`config.mk`:
```
export PLATFORM = sky130hd
export DESIGN_NAME = ccks_gen
export DESIGN_NICKNAME = d
export VERILOG_FILES = /design/src/rtl/ccks_pkg.sv /design/src/rtl/ccks_lfsr.sv /design/src/rtl/ccks_mix.sv /design/src/rtl/ccks_gen.sv
export SDC_FILE = /design/constraint.sdc
export NUM_CORES = 1
export LEC_CHECK = 0
export CAP_MARGIN = 25
export CORE_MARGIN = 2
export CORE_UTILIZATION = 45
export CTS_CLUSTER_SIZE = 25
export DETAILED_ROUTE_END_ITERATION = 7
export DONT_BUFFER_PORTS = 1
export GPL_ROUTABILITY_DRIVEN = 0
export HOLD_SLACK_MARGIN = 0.03
export PLACE_DENSITY = 0.67
export SYNTH_ARGS = -nofsm -noshare
export SYNTH_HDL_FRONTEND = slang
export SYNTH_HIERARCHICAL = 1
export SYNTH_SLANG_ARGS = --single-unit
```
`constraint.sdc`:
```
create_clock -name clk_i -period 1.6 [get_ports clk_i]
set_clock_uncertainty 0.15 [all_clocks]
set_input_delay 0.08 -clock clk_i [delete_from_list [all_inputs] [get_ports clk_i]]
set_output_delay 0.08 -clock clk_i [all_outputs]
set_load 0.02 [all_outputs]
```
`src/rtl/ccks_pkg.sv`:
```
package ccks_pkg;
  localparam int unsigned LFSR_W = 7;
  typedef logic [LFSR_W-1:0] lfsr_t;

  // Feedback tap masks (bit i set = stage i feeds the XOR)
  localparam lfsr_t CTRL_TAPS_DEF = 7'b0000011;
  localparam lfsr_t DATA_TAPS_DEF = 7'b0010001;
  localparam lfsr_t ONE_SEED      = lfsr_t'(1);

  // One right-shift step; new bit enters at the top, output is bit 0
  function automatic lfsr_t lfsr_adv(lfsr_t s, lfsr_t taps);
    return {^(s & taps), s[LFSR_W-1:1]};
  endfunction

  // Lock-up guard for seeds
  function automatic lfsr_t seed_fix(lfsr_t s);
    return (s == '0) ? ONE_SEED : s;
  endfunction
endpackage

```
`src/rtl/ccks_lfsr.sv`:
```
module ccks_lfsr
  import ccks_pkg::*;
#(
  parameter lfsr_t TAPS = CTRL_TAPS_DEF
) (
  input  logic  clk_i,
  input  logic  rst_ni,
  input  logic  load_i,
  input  lfsr_t seed_i,
  input  logic  adv_i,
  input  logic  two_i,
  output lfsr_t q_o
);
  lfsr_t state_q;
  lfsr_t one_step;
  lfsr_t two_step;
  lfsr_t next_state;

  assign one_step = lfsr_adv(state_q, TAPS);
  assign two_step = lfsr_adv(one_step, TAPS);

  always_comb begin
    next_state = state_q;
    if (load_i)      next_state = seed_fix(seed_i);
    else if (adv_i)  next_state = two_i ? two_step : one_step;
  end

  always_ff @(posedge clk_i or negedge rst_ni) begin
    if (!rst_ni) state_q <= ONE_SEED;
    else         state_q <= next_state;
  end

  assign q_o = state_q;
endmodule

```
`src/rtl/ccks_mix.sv`:
```
module ccks_mix (
  input  logic ks_i,
  input  logic din_i,
  output logic dout_o
);
  assign dout_o = din_i ^ ks_i;
endmodule

```
`src/rtl/ccks_gen.sv`:
```
module ccks_gen
  import ccks_pkg::*;
#(
  parameter lfsr_t CTRL_TAPS = CTRL_TAPS_DEF,
  parameter lfsr_t DATA_TAPS = DATA_TAPS_DEF
) (
  input  logic                clk_i,
  input  logic                rst_ni,
  input  logic                load_i,
  input  logic [LFSR_W-1:0]   ctrl_seed_i,
  input  logic [LFSR_W-1:0]   data_seed_i,
  input  logic                en_i,
  input  logic                din_i,
  output logic                ks_o,
  output logic                dout_o
);
  // Named internal events for the checker
  lfsr_t ctrl_q;
  lfsr_t data_q;
  logic  ctrl_bit;

  assign ctrl_bit = ctrl_q[0];

  ccks_lfsr #(.TAPS(CTRL_TAPS)) u_ctrl (
    .clk_i  (clk_i),
    .rst_ni (rst_ni),
    .load_i (load_i),
    .seed_i (ctrl_seed_i),
    .adv_i  (en_i),
    .two_i  (1'b0),
    .q_o    (ctrl_q)
  );

  ccks_lfsr #(.TAPS(DATA_TAPS)) u_data (
    .clk_i  (clk_i),
    .rst_ni (rst_ni),
    .load_i (load_i),
    .seed_i (data_seed_i),
    .adv_i  (en_i),
    .two_i  (ctrl_bit),
    .q_o    (data_q)
  );

  assign ks_o = data_q[0];

  ccks_mix u_mix (
    .ks_i   (ks_o),
    .din_i  (din_i),
    .dout_o (dout_o)
  );
endmodule

```
==> results of run 1 <==
critical path: stages, from the launching register on:
cell and delay (ns):
dfstp_2 0.64, mux2_4 0.32, a211oi_2 0.21, a21oi_1 0.07
synthesized netlist by cell type:
cell type and count:
o21a_1 1, nor3b_1 2, a21oi_1 7, o21ai_2 1
xor2_1 4, or3b_1 1, nor2b_1 1, dfrtp_1 12
nand2_1 2, nor4_1 2, o31ai_1 1, mux2i_1 10
a21o_1 8, a211o_1 1, o221ai_1 1, nand3_1 2
buf_2 4, and2b_2 1, a211oi_2 1, dfstp_2 2
mux2_4 2, nor2_1 12, buf_6 2, inv_1 3
conb_1 1, o21ai_1 1, o21ai_0 1, o211ai_1 1
a211oi_1 8
registers in the layout, summed over array words and instances (netlist names):
signal and count:
u_ctrl/q_o 7, u_data/q_o 7
worst paths after layout:
check | from | to | slack [ns] | cells past startpoint
worst max-delay path | u_ctrl/q_o[0] | u_data/q_o[0] | 0.10 | 3
worst min-delay path | en_i | u_ctrl/q_o[5] | 0.05 | 3
worst max register to register | u_ctrl/q_o[0] | u_data/q_o[0] | 0.10 | 3
worst min register to register | u_ctrl/q_o[1] | u_ctrl/q_o[6] | 0.52 | 2
max in group asynchronous | rst_ni | u_ctrl/q_o[6] | 0.76 | 1
min in group asynchronous | rst_ni | u_data/q_o[4] | 0.11 | 1
stage by stage:
step           power (mW)  utilization [%]  setup slack [ns]  instance area (um2)
3_3_place_gp        0.617             47.1             0.183                  915
4_1_cts             0.952             58.8            0.0146                 1140
2_1_floorplan       0.609                -             0.141                  916
6_report            0.948             59.7             0.104                 1160
5_1_grt              1.02             59.7            0.0448                 1160
3_5_place_dp        0.621             47.1             0.151                  915
cell type report:
| class | instances | share of cell area [%] |
|---|---|---|
| tap | 27 | 2.92 |
| sequential | 14 | 30.5 |
| clock buffer | 4 | 3.13 |
| multi-input combinational | 72 | 45.0 |
| inverter | 3 | 0.972 |
| timing repair buffer | 20 | 17.5 |
per-layer routing:
| layer | vias to the layer above | global-route usage [%] | routed length, um |
|---|---|---|---|
| met5 | - | 0 | 0 |
| met3 | 2 | 4.29 | 96 |
| met2 | 19 | 33.1 | 1140 |
| li1 | 377 | - | - |
| met4 | 0 | 8.57 | 14 |
| met1 | 366 | 23.6 | 959 |
power groups by stage:
stage	registers, mW	clock network (mW)	logic (mW)
after global placement	0.455	0	0.162
after detailed placement	0.457	0	0.164
after floorplan	0.438	0	0.171
final	0.451	0.257	0.240
after CTS	0.450	0.269	0.234
after global routing	0.458	0.298	0.264
repair_timing:
action | 4_1_cts | 5_1_grt
hold endpoints to repair | 28 | 2
gates resized for setup | 0 | 4
setup endpoints to repair | 0 | 5
hold buffers | 19 | 2
kinds of logic after synthesis:
| family | count (synthesis) |
|---|---|
| muxes | 12 |
| other | 1 |
| buffers and inverters | 9 |
| xor gates and xnor gates | 4 |
| and+or+nand+nor | 23 |
| DFF | 14 |
| AOI/OAI and AO/OA | 32 |
==> flow_metrics.tcl, run 1 <==
set metrics [dict create \
    synthCells 95 \
    grt_antenna_before_repair 0 \
    muxShareOfSynthArea_pct 14.2 \
    grt_max_degree 27 \
    fin_crit_sh_pct 93.5 \
    power_frac_clock_pct 27.1 \
    layout-drive-gt1-share_pct 12.4 \
    cts-root-buf "clkbuf_4" \
    critical_path_class "flip-flop to flip-flop" \
    die-area_um2 2410 \
    p_leak_nw 0.540 \
    intPower_uw 666 \
    vias 764 \
    row_count 16 \
    drt_iter0_markers 7 \
    initial_utilization_pct 47.2 \
    rsz0062_at_grt "no" \
    synth_cell_types 29 \
    run_status "complete, no violations" \
    cts-buffers-inserted 3 \
    fp.dieW_um 49.1 \
    synth_top_area_share_pct 32.8 \
    power_density_nw_per_um2 818 \
    wl_um 2220 \
    yosysSeqAreaShare_pct 38.5 \
    final_nets 133 \
    cts_tree "done" \
    dpl.cell_count 117 \
    io_buffers 0 \
    io_pins 21 \
    vias_per_cell 5.46 \
    clock_latency_ns 0.28 \
    grt_pass1_vias 759 \
    wl_per_cell_um 15.8 \
    grt.overflow.total 0 \
    antenna_cells 0 \
    finalHoldViolCount 0 \
    ys_ff_latch 14 \
    endpoint_kind "flip-flop" \
    drc 0 \
    stdcell_count 140 \
    post_cts_buffers 0 \
    slew_headroom_pct 41.7 \
    synthesis.nets 114 \
    hpwl_um 1320 \
    cp_max_fo 7 \
    multi_input_area_um2 522 \
    yosys.area.top_type "dfrtp_1" \
    seqCellArea_um2 353 \
    core_um2 1940 \
    most-common-layout-cells "dlygate4sd3_1 (17), nor2_1 (12), dfrtp_1 (12)" \
    ant_nets 0 \
    cts_max_level 1 \
    grtUsageTotal_pct 19.5 \
    cp_data_required_time_ns 1.62 \
    area_growth_pct 26.5 \
    clock-sinks 14 \
    switching_share_pct 29.7 \
    grt_first_pass_wirelength_um 3520 \
    crit_arrival_ns 1.51 \
    yosys.area_share.simple_pct 12.4 \
    yosys_warnings 6 \
    ir_drop_mv 0.678 \
    setup_violations 0 \
    hp-class "primary input to flip-flop" \
    yosys-top-cells-area "dfrtp_1 (33%), mux2i_1 (11%), a211oi_1 (6.6%)" \
    syn_area_um2 916 \
    cts_buffer_depth 2 \
    cap_violations 0 \
    final.min_clock_period_ns 1.50 \
    hold_ws_ns 0.0543 \
    fillers 181 \
    avgSynthCellArea_um2 9.64 \
    switchingPower_uw 282 \
    fmaxAchievable_ghz 0.668 \
    combPwrFrac_pct 25.3 \
    synth-xor-area-share_pct 3.83 \
    die_y_um 49.1 \
    synth_compound_area_share_pct 24.7 \
    synth_top_family_by_area "compound AO/OA/AOI/OAI gates" \
    tightest_slew_ns 0.875 \
    path_clk_slew_ns 0.09 \
    final_common_cell "dlygate4sd3_1" \
    synthAdderAreaFrac_pct 0 \
    cp-start-kind "flip-flop" \
    drv_slew 0 \
    setup_tns_ns 0 \
    pwr-share-seq_pct 47.5 \
    drtPass1Iterations 4 \
]
(Power assumes the default switching activity.)
==> run 2: changes to the inputs <==
--- a/config.mk
+++ b/config.mk
@@ -6,6 +6,8 @@
 export NUM_CORES = 1
 export LEC_CHECK = 0
 export CAP_MARGIN = 25
+export CELL_PAD_IN_SITES_DETAIL_PLACEMENT = 1
+export CELL_PAD_IN_SITES_GLOBAL_PLACEMENT = 1
 export CORE_MARGIN = 2
 export CORE_UTILIZATION = 45
 export CTS_CLUSTER_SIZE = 25
@@ -13,7 +15,7 @@
 export DONT_BUFFER_PORTS = 1
 export GPL_ROUTABILITY_DRIVEN = 0
 export HOLD_SLACK_MARGIN = 0.03
-export PLACE_DENSITY = 0.67
+export PLACE_DENSITY = 0.82
 export SYNTH_ARGS = -nofsm -noshare
 export SYNTH_HDL_FRONTEND = slang
 export SYNTH_HIERARCHICAL = 1
==> flow_metrics.tcl, run 2 (synthesized netlist as in run 1, its figures left out) <==
set metrics [dict create \
    hpwl_um 1380 \
    slew_headroom_pct 40.8 \
    cp_data_required_time_ns 1.62 \
    cts_tree "done" \
    layout-drive-gt1-share_pct 15.4 \
    seqCellArea_um2 353 \
    core_um2 1940 \
    io_buffers 0 \
    drtPass1Iterations 4 \
    grt_first_pass_wirelength_um 4130 \
    io_pins 21 \
    final.min_clock_period_ns 1.54 \
    cp-start-kind "flip-flop" \
    cp_max_fo 8 \
    die_y_um 49.1 \
    fin_crit_sh_pct 96.5 \
    final_nets 137 \
    power_density_nw_per_um2 820 \
    grt_pass1_vias 856 \
    cts-buffers-inserted 3 \
    setup_tns_ns 0 \
    tightest_slew_ns 0.888 \
    rsz0062_at_grt "no" \
    finalCoreUtilization_pct 61.6 \
    area_growth_pct 30.6 \
    antenna_cells 0 \
    drc 0 \
    ant_nets 0 \
    setup_violations 0 \
    r2r_start "u_ctrl/q_o[0]" \
    final_common_cell "dlygate4sd3_1" \
    die-area_um2 2410 \
    fmaxAchievable_ghz 0.648 \
    cts_max_level 1 \
    vias_per_cell 5.64 \
    most-common-layout-cells "dlygate4sd3_1 (18), nor2_1 (12), dfrtp_1 (12)" \
    holdPathStages 3 \
    p_leak_nw 0.559 \
    grtUsageTotal_pct 23.2 \
    clock-sinks 14 \
    wl_per_cell_um 17.9 \
    multi_input_area_um2 527 \
    drt_iter0_markers 8 \
    fp.dieW_um 49.1 \
    grt_max_degree 27 \
    critical_path_class "flip-flop to flip-flop" \
    wl_um 2580 \
    hp-class "primary input to flip-flop" \
    run_status "complete, no violations" \
    initial_utilization_pct 47.2 \
    grt_antenna_before_repair 0 \
    r2r_slack_ns 0.06 \
    cts_buffer_depth 2 \
    clock_latency_ns 0.29 \
    cts-root-buf "clkbuf_4" \
    min-delay-start "en_i" \
    min_to "u_ctrl/q_o[5]" \
    worstRegToRegCells 3 \
    r2r-end "u_data/q_o[0]" \
    row_count 16 \
    finalHoldViolCount 0 \
    endpoint_kind "flip-flop" \
    grt.overflow.total 0 \
    fillers 233 \
    path_clk_slew_ns 0.10 \
    drv_slew 0 \
    ir_drop_mv 0.533 \
    vias 812 \
    crit_arrival_ns 1.57 \
    cap_violations 0 \
]
run 2: cell types whose count changed in the layout (fill, tap and decap cells not counted):
| cell | before | now |
|---|---|---|
| buf_4 | 1 | 4 |
| a211oi_1 | 7 | 6 |
| a211oi_2 | 2 | 3 |
| dlygate4sd3_1 | 17 | 18 |
run 2: stage by stage:
| stage | area [um2] | hold WS, ns | total power, mW | setup WS (ns) | std cells |
|---|---|---|---|---|---|
| floorplan | 916 | -0.366 | 0.609 | 0.141 | 95 |
| global placement | 915 | -0.365 | 0.615 | 0.174 | 117 |
| detailed placement | 915 | -0.365 | 0.622 | 0.137 | 117 |
| CTS | 1150 | 0.0334 | 0.959 | 0.0146 | 141 |
| global route | 1200 | 0.0569 | 1.04 | 0.0125 | 144 |
| finish | 1200 | 0.0345 | 0.981 | 0.0557 | 144 |
run 2: how the worst max path moves through the flow:
stage               cells past startpoint  slack [ns]             to          start
global route                            3        0.01  u_data/q_o[0]  u_ctrl/q_o[0]
finish                                  3        0.06  u_data/q_o[0]  u_ctrl/q_o[0]
global placement                        3        0.17  u_data/q_o[0]  u_ctrl/q_o[0]
floorplan                               4        0.14  u_data/q_o[0]  u_ctrl/q_o[0]
CTS                                     4        0.01  u_ctrl/q_o[4]  u_ctrl/q_o[5]
detailed placement                      3        0.14  u_data/q_o[0]  u_ctrl/q_o[0]
run 2: layout make-up:
class | count | area share [%]
clock buffer | 4 | 3.03
inverter | 3 | 0.941
timing repair buffer | 24 | 19.7
tap | 27 | 2.82
sequential | 14 | 29.5
multi-input combinational | 72 | 44.0
run 2: worst max-delay path: stages, from the launching register on:
cell and delay, ns:
dfstp_2 0.67, mux2_4 0.33, a211oi_2 0.21, a21oi_1 0.06
run 2: routing by layer:
metal	vias to the layer above	part of all wire [%]	GRT usage [%]
li1	386	-	-
met1	404	39	26.3
met2	18	56	42.1
met3	4	3.0	4.29
met4	0	1.7	10.0
met5	-	0	0
run 2: report_power, final:
group	internal (mW)	switching (mW)
clock network	0.139	0.126
registers	0.398	0.0529
logic	0.142	0.123
run 2: timing repair:
| action | in CTS | in global routing |
|---|---|---|
| setup buffers | 0 | 3 |
| resized for setup | 0 | 5 |
| hold endpoints to repair | 28 | 2 |
| endpoints found under the setup margin | 0 | 12 |
| hold buffers | 20 | 2 |
